File: config.mk
export PLATFORM = sky130hd
export DESIGN_NAME = fsel_ctrl
export DESIGN_NICKNAME = d
export VERILOG_FILES = /design/src/rtl/fsel_pkg.sv /design/src/rtl/fsel_strap_latch.sv /design/src/rtl/fsel_src_mux.sv /design/src/rtl/fsel_spread_dec.sv /design/src/rtl/fsel_ctrl.sv
export SDC_FILE = /design/constraint.sdc
export NUM_CORES = 1
export LEC_CHECK = 0
export BUFFER_PORTS_ARGS = -buffer_cell sky130_fd_sc_hd__buf_2
export CORE_UTILIZATION = 49
export CTS_CLUSTER_DIAMETER = 50
export DETAILED_ROUTE_END_ITERATION = 8
export PLACE_DENSITY = 0.82
export SKIP_CTS_REPAIR_TIMING = 1
export SYNTH_ARGS = -nofsm -noshare
export SYNTH_HDL_FRONTEND = slang
export SYNTH_SLANG_ARGS = --single-unit
File: constraint.sdc
create_clock -name clk_i -period 2.2 [get_ports clk_i]
set_input_delay 0.22 -clock clk_i [delete_from_list [all_inputs] [get_ports clk_i]]
set_output_delay 0.22 -clock clk_i [all_outputs]
set_load 0.01 [all_outputs]
File: src/rtl/fsel_pkg.sv
package fsel_pkg;
  localparam int unsigned CODE_W  = 5;
  localparam int unsigned CFG_W   = 8;
  localparam int unsigned SRC_BIT = 3;
  // cfg bit position feeding each code bit, index = code bit
  localparam int unsigned SW_POS [CODE_W] = '{4, 5, 6, 1, 2};

  typedef enum logic [1:0] {
    SPR_OFF       = 2'd0,
    SPR_CTR_QTR   = 2'd1,
    SPR_CTR_HALF  = 2'd2,
    SPR_DOWN_HALF = 2'd3
  } spread_e;
endpackage

File: src/rtl/fsel_strap_latch.sv
module fsel_strap_latch
  import fsel_pkg::*;
#(
  parameter int unsigned SETTLE_CYC = 16
) (
  input  logic              clk_i,
  input  logic              rst_ni,
  input  logic [CODE_W-1:0] strap_i,
  output logic [CODE_W-1:0] strap_q_o,
  output logic              done_o
);
  localparam int unsigned CNT_W = $clog2(SETTLE_CYC + 1);
  localparam logic [CNT_W-1:0] LAST = CNT_W'(SETTLE_CYC - 1);

  logic [CNT_W-1:0]  cnt_q;
  logic [CODE_W-1:0] strap_q;
  logic              done_q;

  always_ff @(posedge clk_i or negedge rst_ni) begin
    if (!rst_ni) begin
      cnt_q   <= '0;
      strap_q <= '0;
      done_q  <= 1'b0;
    end else if (!done_q) begin
      if (cnt_q == LAST) begin
        strap_q <= strap_i;
        done_q  <= 1'b1;
      end else begin
        cnt_q <= cnt_q + 1'b1;
      end
    end
  end

  assign strap_q_o = strap_q;
  assign done_o    = done_q;


  oe_sticky_chk: assert property (@(posedge clk_i) disable iff (!rst_ni)
    done_q |=> done_q);

  strap_hold_chk: assert property (@(posedge clk_i) disable iff (!rst_ni)
    done_q |=> $stable(strap_q));

  cnt_bound_chk: assert property (@(posedge clk_i) disable iff (!rst_ni)
    cnt_q <= LAST);
endmodule

File: src/rtl/fsel_src_mux.sv
module fsel_src_mux
  import fsel_pkg::*;
(
  input  logic [CFG_W-1:0]  cfg_i,
  input  logic [CODE_W-1:0] hw_code_i,
  output logic [CODE_W-1:0] code_o
);
  logic [CODE_W-1:0] sw_code;

  for (genvar g = 0; g < CODE_W; g++) begin : g_sw
    assign sw_code[g] = cfg_i[SW_POS[g]];
  end

  assign code_o = cfg_i[SRC_BIT] ? sw_code : hw_code_i;

  logic unused_cfg;
  assign unused_cfg = ^{cfg_i[7], cfg_i[0]};
endmodule

File: src/rtl/fsel_spread_dec.sv
module fsel_spread_dec
  import fsel_pkg::*;
(
  input  logic [CODE_W-1:0] code_i,
  output spread_e           spread_o
);
  always_comb begin
    spread_o = SPR_OFF;
    if (code_i[4] && code_i[1:0] != 2'b10) begin
      unique case (code_i[3:2])
        2'b00:   spread_o = SPR_CTR_QTR;
        2'b01:   spread_o = SPR_CTR_HALF;
        2'b11:   spread_o = SPR_DOWN_HALF;
        default: spread_o = SPR_OFF;
      endcase
    end
  end
endmodule

File: src/rtl/fsel_ctrl.sv
module fsel_ctrl
  import fsel_pkg::*;
#(
  parameter int unsigned SETTLE_CYC = 16,
  parameter int unsigned N_SHARED   = 3
) (
  input  logic                clk_i,
  input  logic                rst_ni,
  input  logic [CODE_W-1:0]   strap_i,
  input  logic [CFG_W-1:0]    cfg_i,
  output logic [CODE_W-1:0]   code_o,
  output logic [1:0]          spread_o,
  output logic [N_SHARED-1:0] pin_oe_o,
  output logic                upd_o
);
  logic [CODE_W-1:0] strap_q, code_nxt, code_q;
  logic              done;
  logic              upd_q;
  spread_e           spread;

  fsel_strap_latch #(.SETTLE_CYC(SETTLE_CYC)) u_latch (
    .clk_i     (clk_i),
    .rst_ni    (rst_ni),
    .strap_i   (strap_i),
    .strap_q_o (strap_q),
    .done_o    (done)
  );

  fsel_src_mux u_mux (
    .cfg_i     (cfg_i),
    .hw_code_i (strap_q),
    .code_o    (code_nxt)
  );

  // code register loads only once straps are valid
  always_ff @(posedge clk_i or negedge rst_ni) begin
    if (!rst_ni) begin
      code_q <= '0;
      upd_q  <= 1'b0;
    end else begin
      upd_q <= done && (code_nxt != code_q);
      if (done) code_q <= code_nxt;
    end
  end

  fsel_spread_dec u_dec (
    .code_i   (code_q),
    .spread_o (spread)
  );

  assign code_o   = code_q;
  assign spread_o = spread;
  assign pin_oe_o = {N_SHARED{done}};
  assign upd_o    = upd_q;


  upd_on_change_chk: assert property (@(posedge clk_i) disable iff (!rst_ni)
    (code_q != $past(code_q)) |-> upd_q);

  upd_only_change_chk: assert property (@(posedge clk_i) disable iff (!rst_ni)
    upd_q |-> (code_q != $past(code_q)));

  hold_before_latch_chk: assert property (@(posedge clk_i) disable iff (!rst_ni)
    !done |=> (code_q == '0));

  spread_low_half_chk: assert property (@(posedge clk_i) disable iff (!rst_ni)
    !code_o[4] |-> (spread_o == 2'd0));

  oe_uniform_chk: assert property (@(posedge clk_i) disable iff (!rst_ni)
    $countones(pin_oe_o) == 0 || $countones(pin_oe_o) == N_SHARED);
endmodule

; ---- Word-level counts from Yosys, hierarchy flattened
; Index checks and enable logic that the tools add are counted.
[word_totals]
ff_bits = 17
output_inout_bits = 11
[op_classes]
n_addsub = 1
eq_ne = 5
mux = 5
bitwise_logic = 2
reduce_logical = 5
[op_table]
columns = cell, count
row1 = $pmux 2 s3, 1
row2 = $add 5x1->5 const B, 1
row3 = $eq 5x4->1 const B, 1
row4 = $mux 5, 1
row5 = $ne 5x5->1, 1
row6 = $reduce_and 2->1, 2
row7 = $eq 2x1->1 const B, 1
row8 = $eq 2x2->1 const B, 1
row9 = $logic_and 1x1->1, 2
row10 = $logic_not 2->1, 1
row11 = $mux 1, 2
row12 = $mux 2, 1
row13 = $ne 2x2->1 const B, 1
row14 = $not 1->1, 2

; ---- Logic depth before layout (Yosys ltp)
; Gate-level depths: netlist of the first run.
[logic_depth]
ltp_word = 3
depth_mapped = 7
mapped_depth_nobuf = 7

; ---- By module
; A second synthesis of the first run with hierarchy kept.
[unflattened]
hier_cells = 67
hier_area_um2 = 893.4
[modules_own_cells]
columns = module, n_inst, cells_per_inst, area_per_inst_um2
row1 = fsel_strap_latch, 1, 31, 465.4
row2 = fsel_ctrl, 1, 22, 291.5
row3 = fsel_spread_dec, 1, 9, 80.1
row4 = fsel_src_mux, 1, 5, 56.3

; ---- Worst setup path after synthesis of the first run
; Ideal clock, no wire load.
[synth_timing]
path_kind = register -> register
startpoint = register u_latch.cnt_q[0]
endpoint = register u_latch.strap_q[0] (netlist: u_latch.strap_q_o[0])
setup_time_ps = 125
t_arrival_ps = 1473
required_time_ps = 2075
slack_ps = 603
path_stages_with_launch = 6
n_path_buf = 0
period_less_slack_ps = 1597
cell_sequence = dfrtp_1 -> ha_1 -> and3_1 -> ha_1 -> nor2b_1 -> mux2_2
[synth_via]
elab_chain_cells = 2
[synth_rtl]
columns = item, line
row1 = "start, declared", fsel_strap_latch.sv:15  ; logic [CNT_W-1:0] cnt_q;
row2 = "start signal, assigned", fsel_strap_latch.sv:29  ; cnt_q <= cnt_q + 1'b1;
row3 = $eq 5x4->1, fsel_strap_latch.sv:25  ; if (cnt_q == LAST) begin
row4 = $reduce_and 2->1 (no line), --
row5 = "end signal, assigned", fsel_strap_latch.sv:26  ; strap_q <= strap_i;
row6 = "end, declared", fsel_strap_latch.sv:16  ; logic [CODE_W-1:0] strap_q;
; No other way between the ends.
; A chain may end at the register's enable or synchronous reset.

; ---- Worst setup path after layout of the first run
; Ends and elaborated chain as after synthesis.

==> results of run 1 <==
## layout make-up
class	count	area share, %
Multi-Input combinational cell	47	37.22
Sequential cell	17	43.04
Inverter	6	2.278
Clock inverter	1	0.5063
Timing Repair Buffer	24	12.66
Tap cell	16	2.025
Clock buffer	3	2.278
## flip-flops by register name, indices dropped and copies added (netlist names)
register           flops
upd_o                  1
u_latch.done_o         1
u_latch.strap_q_o      5
u_latch.cnt_q          5
code_o                 5
## metal layers
layer / vias up / part of all wire (%)
li1: 291 / -
met1: 276 / 39
met2: 11 / 57
met3: 2 / 3.2
met4: 0 / 0.36
met5: - / 0
## per-stage QoR
| step | util [%] | cells | power (W) |
|---|---|---|---|
| finish | 63.40 | 114 | 0.0005821 |
| global route | 63.40 | 114 | 0.0006113 |
| CTS | 62.76 | 113 | 0.0005897 |
| detailed placement | 61.00 | 109 | 0.0004223 |
| global placement | 61.00 | 109 | 0.0004184 |
| floorplan | - | 75 | 0.0003892 |
## path summary, 6_finish.rpt
| kind | to | slack, ns |
|---|---|---|
| worst max-delay path | u_latch.strap_q_o[0] | 0.41 |
| worst max register to register | u_latch.strap_q_o[0] | 0.41 |
| worst min-delay path | u_latch.strap_q_o[1] | 0.16 |
| min in group asynchronous | code_o[4] | 0.39 |
| worst min register to register | u_latch.cnt_q[3] | 0.49 |
| max in group asynchronous | u_latch.strap_q_o[2] | 1.54 |
## layout by cell type (no fill, tap or decap), types with 2 or more instances in the layout
cell	instances
buf_2	23
nor2_1	8
mux2i_1	3
ha_1	5
a21oi_1	5
mux2i_2	2
mux2_2	6
inv_1	6
o21ai_0	2
dfrtp_1	17
xor2_1	2
xnor2_1	6
clkbuf_4	3
nand2_1	2
## kinds of logic after synthesis
kind of cell,Yosys count,synth area share [%]
AND/OR/NAND/NOR,15,7.772
multiplexers,11,14.66
adder cells (fa/ha/maj),5,7.331
XOR/XNOR,8,8.211
AO/OA/AOI/OAI,8,5.132
flip-flops,17,49.85
buffers and inverters,11,7.037
## power by group through the flow
stage | Clock (W) | Sequential, W | Combinational (W)
global placement | 0 | 0.000342 | 0.0000766
CTS | 0.000173 | 0.000337 | 0.0000795
finish | 0.000166 | 0.000337 | 0.0000794
floorplan | 0 | 0.000345 | 0.0000441
detailed placement | 0 | 0.000343 | 0.0000791
global route | 0.000184 | 0.000339 | 0.0000888
## worst max-delay path, delay by kind of cell, from the launching register on
kind	cells	cell delay [ns]
AND/OR/NAND/NOR	2	0.57
flip-flops	1	0.39
adder cells (fa/ha/maj)	2	0.33
multiplexers	1	0.40
==> reports/metrics.yaml, run 1 <==
clocking:
  clk-insertion-delay-late_ns: 0.28
  cts_num_sinks: 17
  cts.htree.levels: 1
  cts_buffers: 3
  cts_tree: "done"
  cts_root_buffer: "clkbuf_4"
  path_clk_slew_ns: 0.10
  clockBufferDepth: 2
power_and_ir_drop:
  clkPwrFrac_pct: 28.5
  power_switching_w: 0.0001495
  intPower_w: 0.0004326
  seqPwrFrac_pct: 57.9
  ir_worst_vdd_mv: 0.3158
  swShare_pct: 25.69
  power.leakage_nw: 0.4553
  power.density_mw_per_mm2: 588.9
  combinationalPowerShare_pct: 13.6
final_layout:
  diodes: 0
  nets: 119
  drive_gt1_share_pct: 35.71
  multi_input_area_um2: 367.9
  stdcell_area_um2: 988.4
  n_fill_cell: 138
  syn_to_final_growth_pct: 15.84
  register_area_um2: 425.4
setup_path:
  worstSetupStartpoint: "u_latch.cnt_q[0]"
  max_stage_delay_ns: 0.40
  critPathKind: "flop to flop"
  r2r-start: "u_latch.cnt_q[0]"
  worst_path_max_delay_cell: "nor2b_1"
  cp.required_ns: 2.38
  path_cells: "ha_1 > and3_1 > ha_1 > nor2b_1 > mux2_2"
  endpoint_kind: "flop"
  r2r_cells: 5
  cp-start-kind: "flop"
  critPathMaxFanout: 5
  cp_data_arrival_time_ns: 1.97
  cpMostUsedCell: "ha_1"
timing:
  fin_skew_ns: 0.005613
  period_share_pct: 81.28
  finalHoldViolations: 0
  slew-limit-headroom_pct: 70.16
  tns_ns: 0
  fin_hold_ws_ns: 0.1596
  rsz0062_at_grt: "no"
  max_freq_mhz: 559.2
  timing.final.crit_period_ns: 1.788
  worst-slew-pin-transition_ns: 0.4467
  setup_viol: 0
  fin_ws_ns: 0.4118
  drv_slew: 0
floorplan:
  fp.dieH_um: 43.73
  die_area_mm2: 0.001912
  rows: 14
  core-area_mm2: 0.001559
  start_util_pct: 54.74
  dieWidth_um: 43.73
  io_pins: 26
placement:
  gp_congestion: 0.7037
  portBuffers: 23
  dp_slack_ns: 0.4002
  dpl_cell_area_um2: 950.9
  dp_hpwl_mm: 1.101
min_path:
  hp-class: "primary input to flop"
  hold_start: "strap_i[1]"
  hold_depth: 2
detailed_routing:
  wl_per_cell_um: 12.30
  drt.antenna.violating_nets: 0
  wirelength_mm: 1.402
  drt_iter0_drc: 7
  drc: 2
  firstDrtPassIters: 6
  vias: 580
  viasPerCell: 5.088
logic_synthesis:
  syn_inst: 75
  yosysWarnings: 0
  synth_top_area_share_pct: 49.85
  synthesis.nets: 95
  ys_top_cells_by_count: "dfrtp_1 (17), nor2_1 (8), inv_1 (6), mux2_2 (6), xnor2_1 (6)"
  syn-cell-area_um2: 853.3
  synth_seq_cells: 17
  synth_cell_types: 21
  synth_area_leaders: "dfrtp_1 (50%), mux2_2 (7.9%), ha_1 (7.3%), xnor2_1 (6.2%), mux2i_1 (3.5%)"
  synth_edf_count: 0
  synth_top_area_cell: "dfrtp_1"
  synthArstFlopShare_pct: 100.0
  ys_seq_area_share_pct: 49.85
  avgSynthCellArea_um2: 11.38
  synthMostInstantiatedCell: "dfrtp_1"
  synth_ff_type: "dfrtp_1"
global_route:
  grt_pass1_wl_mm: 2.373
  grt_util_met2_pct: 31.04
  met3_usage_pct: 2.500
  antenna_found_initial: 0
  grt_max_degree: 18
  top_usage_layer: "met2"
  grt_overflow_total: 0
  grt_pass1_vias: 577
  track_usage_pct: 16.84
  use_met1_pct: 19.78
flow_run:
  maxCapViolCount: 0
status:
  failed_checks: "design-rule violations"
  outcome: "finished with violations"
Note: power is estimated with default switching activity, not from simulation.
==> inputs of run 2 (changes only) <==
clock period = 1.7 ns   (was 2.2 ns; I/O delays follow)
==> run 2 against run 1 <==
The flow still finishes with violations (design-rule violations). Combinational power is 30% higher. Register-to-register slack worse by 0.39 ns. Fmax grew 6.8%. Clock skew down 0.0035 ns. Critical endpoint is now u_latch.cnt_q[1].
==> reports/metrics.yaml, run 2 (same netlist as run 1, synthesis figures left out) <==
status:
  outcome: "finished with violations"
  failed_checks: "design-rule violations"
timing:
  worst-slew-pin-transition_ns: 0.3747
  slew-limit-headroom_pct: 75.02
  finalHoldViolations: 0
  fin_skew_ns: 0.002135
  rsz0062_at_grt: "yes"
  setup_viol: 0
  period_share_pct: 98.51
  timing.final.crit_period_ns: 1.675
  max_freq_mhz: 597.2
  tns_ns: 0
  drv_slew: 0
final_layout:
  drive_gt1_share_pct: 37.00
  stdcell_area_mm2: 0.001005
  multi_input_area_um2: 370.4
  n_fill_cell: 130
  diodes: 0
  final_cells: 116
  syn_to_final_growth_pct: 17.74
  register_area_um2: 425.4
  final_cell_mix: "buf_2 (23), dfrtp_1 (17), nor2_1 (8)"
  final_common_cell: "buf_2"
  finalCoreUtilization_pct: 64.45
  nets: 121
global_route:
  track_usage_pct: 15.93
  use_met1_pct: 16.39
  grt_util_met2_pct: 29.85
  grt_max_degree: 18
  grt_pass1_wl_mm: 2.132
  grt_overflow_total: 0
  met3_usage_pct: 2.500
  grt_pass1_vias: 530
  top_usage_layer: "met2"
  antenna_found_initial: 0
clocking:
  path_clk_slew_ns: 0.09
  cts_tree: "done"
  clockBufferDepth: 2
  clk-insertion-delay-late_ns: 0.28
  cts.htree.levels: 1
  cts_num_sinks: 17
  cts_buffers: 3
  cts_root_buffer: "clkbuf_4"
power_and_ir_drop:
  power.leakage_nw: 0.4628
  power.density_mw_per_mm2: 746.5
  ir_worst_vdd_mv: 0.4025
min_path:
  hp-class: "primary input to flop"
  hold_depth: 2
placement:
  post-place-cells: 111
  portBuffers: 23
  dpl_cell_area_um2: 965.9
  gp_congestion: 0.7080
floorplan:
  dieWidth_um: 43.73
  die_area_mm2: 0.001912
  rows: 14
  io_pins: 26
  fp.dieH_um: 43.73
  core-area_mm2: 0.001559
  start_util_pct: 54.74
flow_run:
  maxCapViolCount: 0
detailed_routing:
  drt.antenna.violating_nets: 0
  drt_iter0_drc: 9
  wirelength_mm: 1.348
  firstDrtPassIters: 5
  viasPerCell: 5.060
  wl_per_cell_um: 11.62
  vias: 587
  drc: 2
setup_path:
  cp_data_arrival_time_ns: 1.85
  cp.required_ns: 1.88
  endpoint_kind: "flop"
  cp-start-kind: "flop"
  r2r_cells: 5
  critPathKind: "flop to flop"
  critPathMaxFanout: 4
run 2: final timing paths:
check,slack (ns),endpoint,startpoint
worst max-delay path,0.03,u_latch.cnt_q[1],u_latch.cnt_q[0]
worst min-delay path,0.11,u_latch.strap_q_o[2],strap_i[2]
worst max register to register,0.03,u_latch.cnt_q[1],u_latch.cnt_q[0]
worst min register to register,0.47,u_latch.cnt_q[3],u_latch.cnt_q[3]
max in group asynchronous,1.10,u_latch.strap_q_o[0],rst_ni
min in group asynchronous,0.33,code_o[2],rst_ni
run 2: metrics by stage:
| stage | hold WS, ns | total power, W | worst slack [ns] |
|---|---|---|---|
| global placement | 0.1064 | 0.0005415 | 0.0001927 |
| global route | 0.09529 | 0.0007912 | -0.05869 |
| detailed placement | 0.1074 | 0.0005475 | -0.05243 |
| finish | 0.1107 | 0.0007500 | 0.02539 |
| floorplan | -0.1256 | 0.0005037 | 0.1026 |
| CTS | -0.2070 | 0.0007548 | -0.08178 |
run 2: critical path: stages, from the launching register on:
cell and delay, ns:
dfrtp_1 0.40, ha_1 0.21, and3_1 0.19, ha_1 0.18
nor2_1 0.22, mux2_2 0.36
run 2: routing by layer:
layer / wire, um / part of all wire, %
met5: 0 / 0
met4: 36 / 2.7
met3: 45 / 3.3
met2: 729 / 54
met1: 537 / 40
run 2: layout make-up:
type	count	area share (%)
clock buffers	4	2.615
inverters	6	2.242
multi-input cells	47	36.86
flip-flops and latches	17	42.34
well taps	16	1.993
repair buffers	26	13.95
run 2: power breakdown:
part           internal [W]  switching (W)  leakage, nW
Clock             0.0000911       0.000120       0.0150
Sequential         0.000420      0.0000155        0.183
Combinational     0.0000524      0.0000509        0.265
Total              0.000564       0.000186        0.463
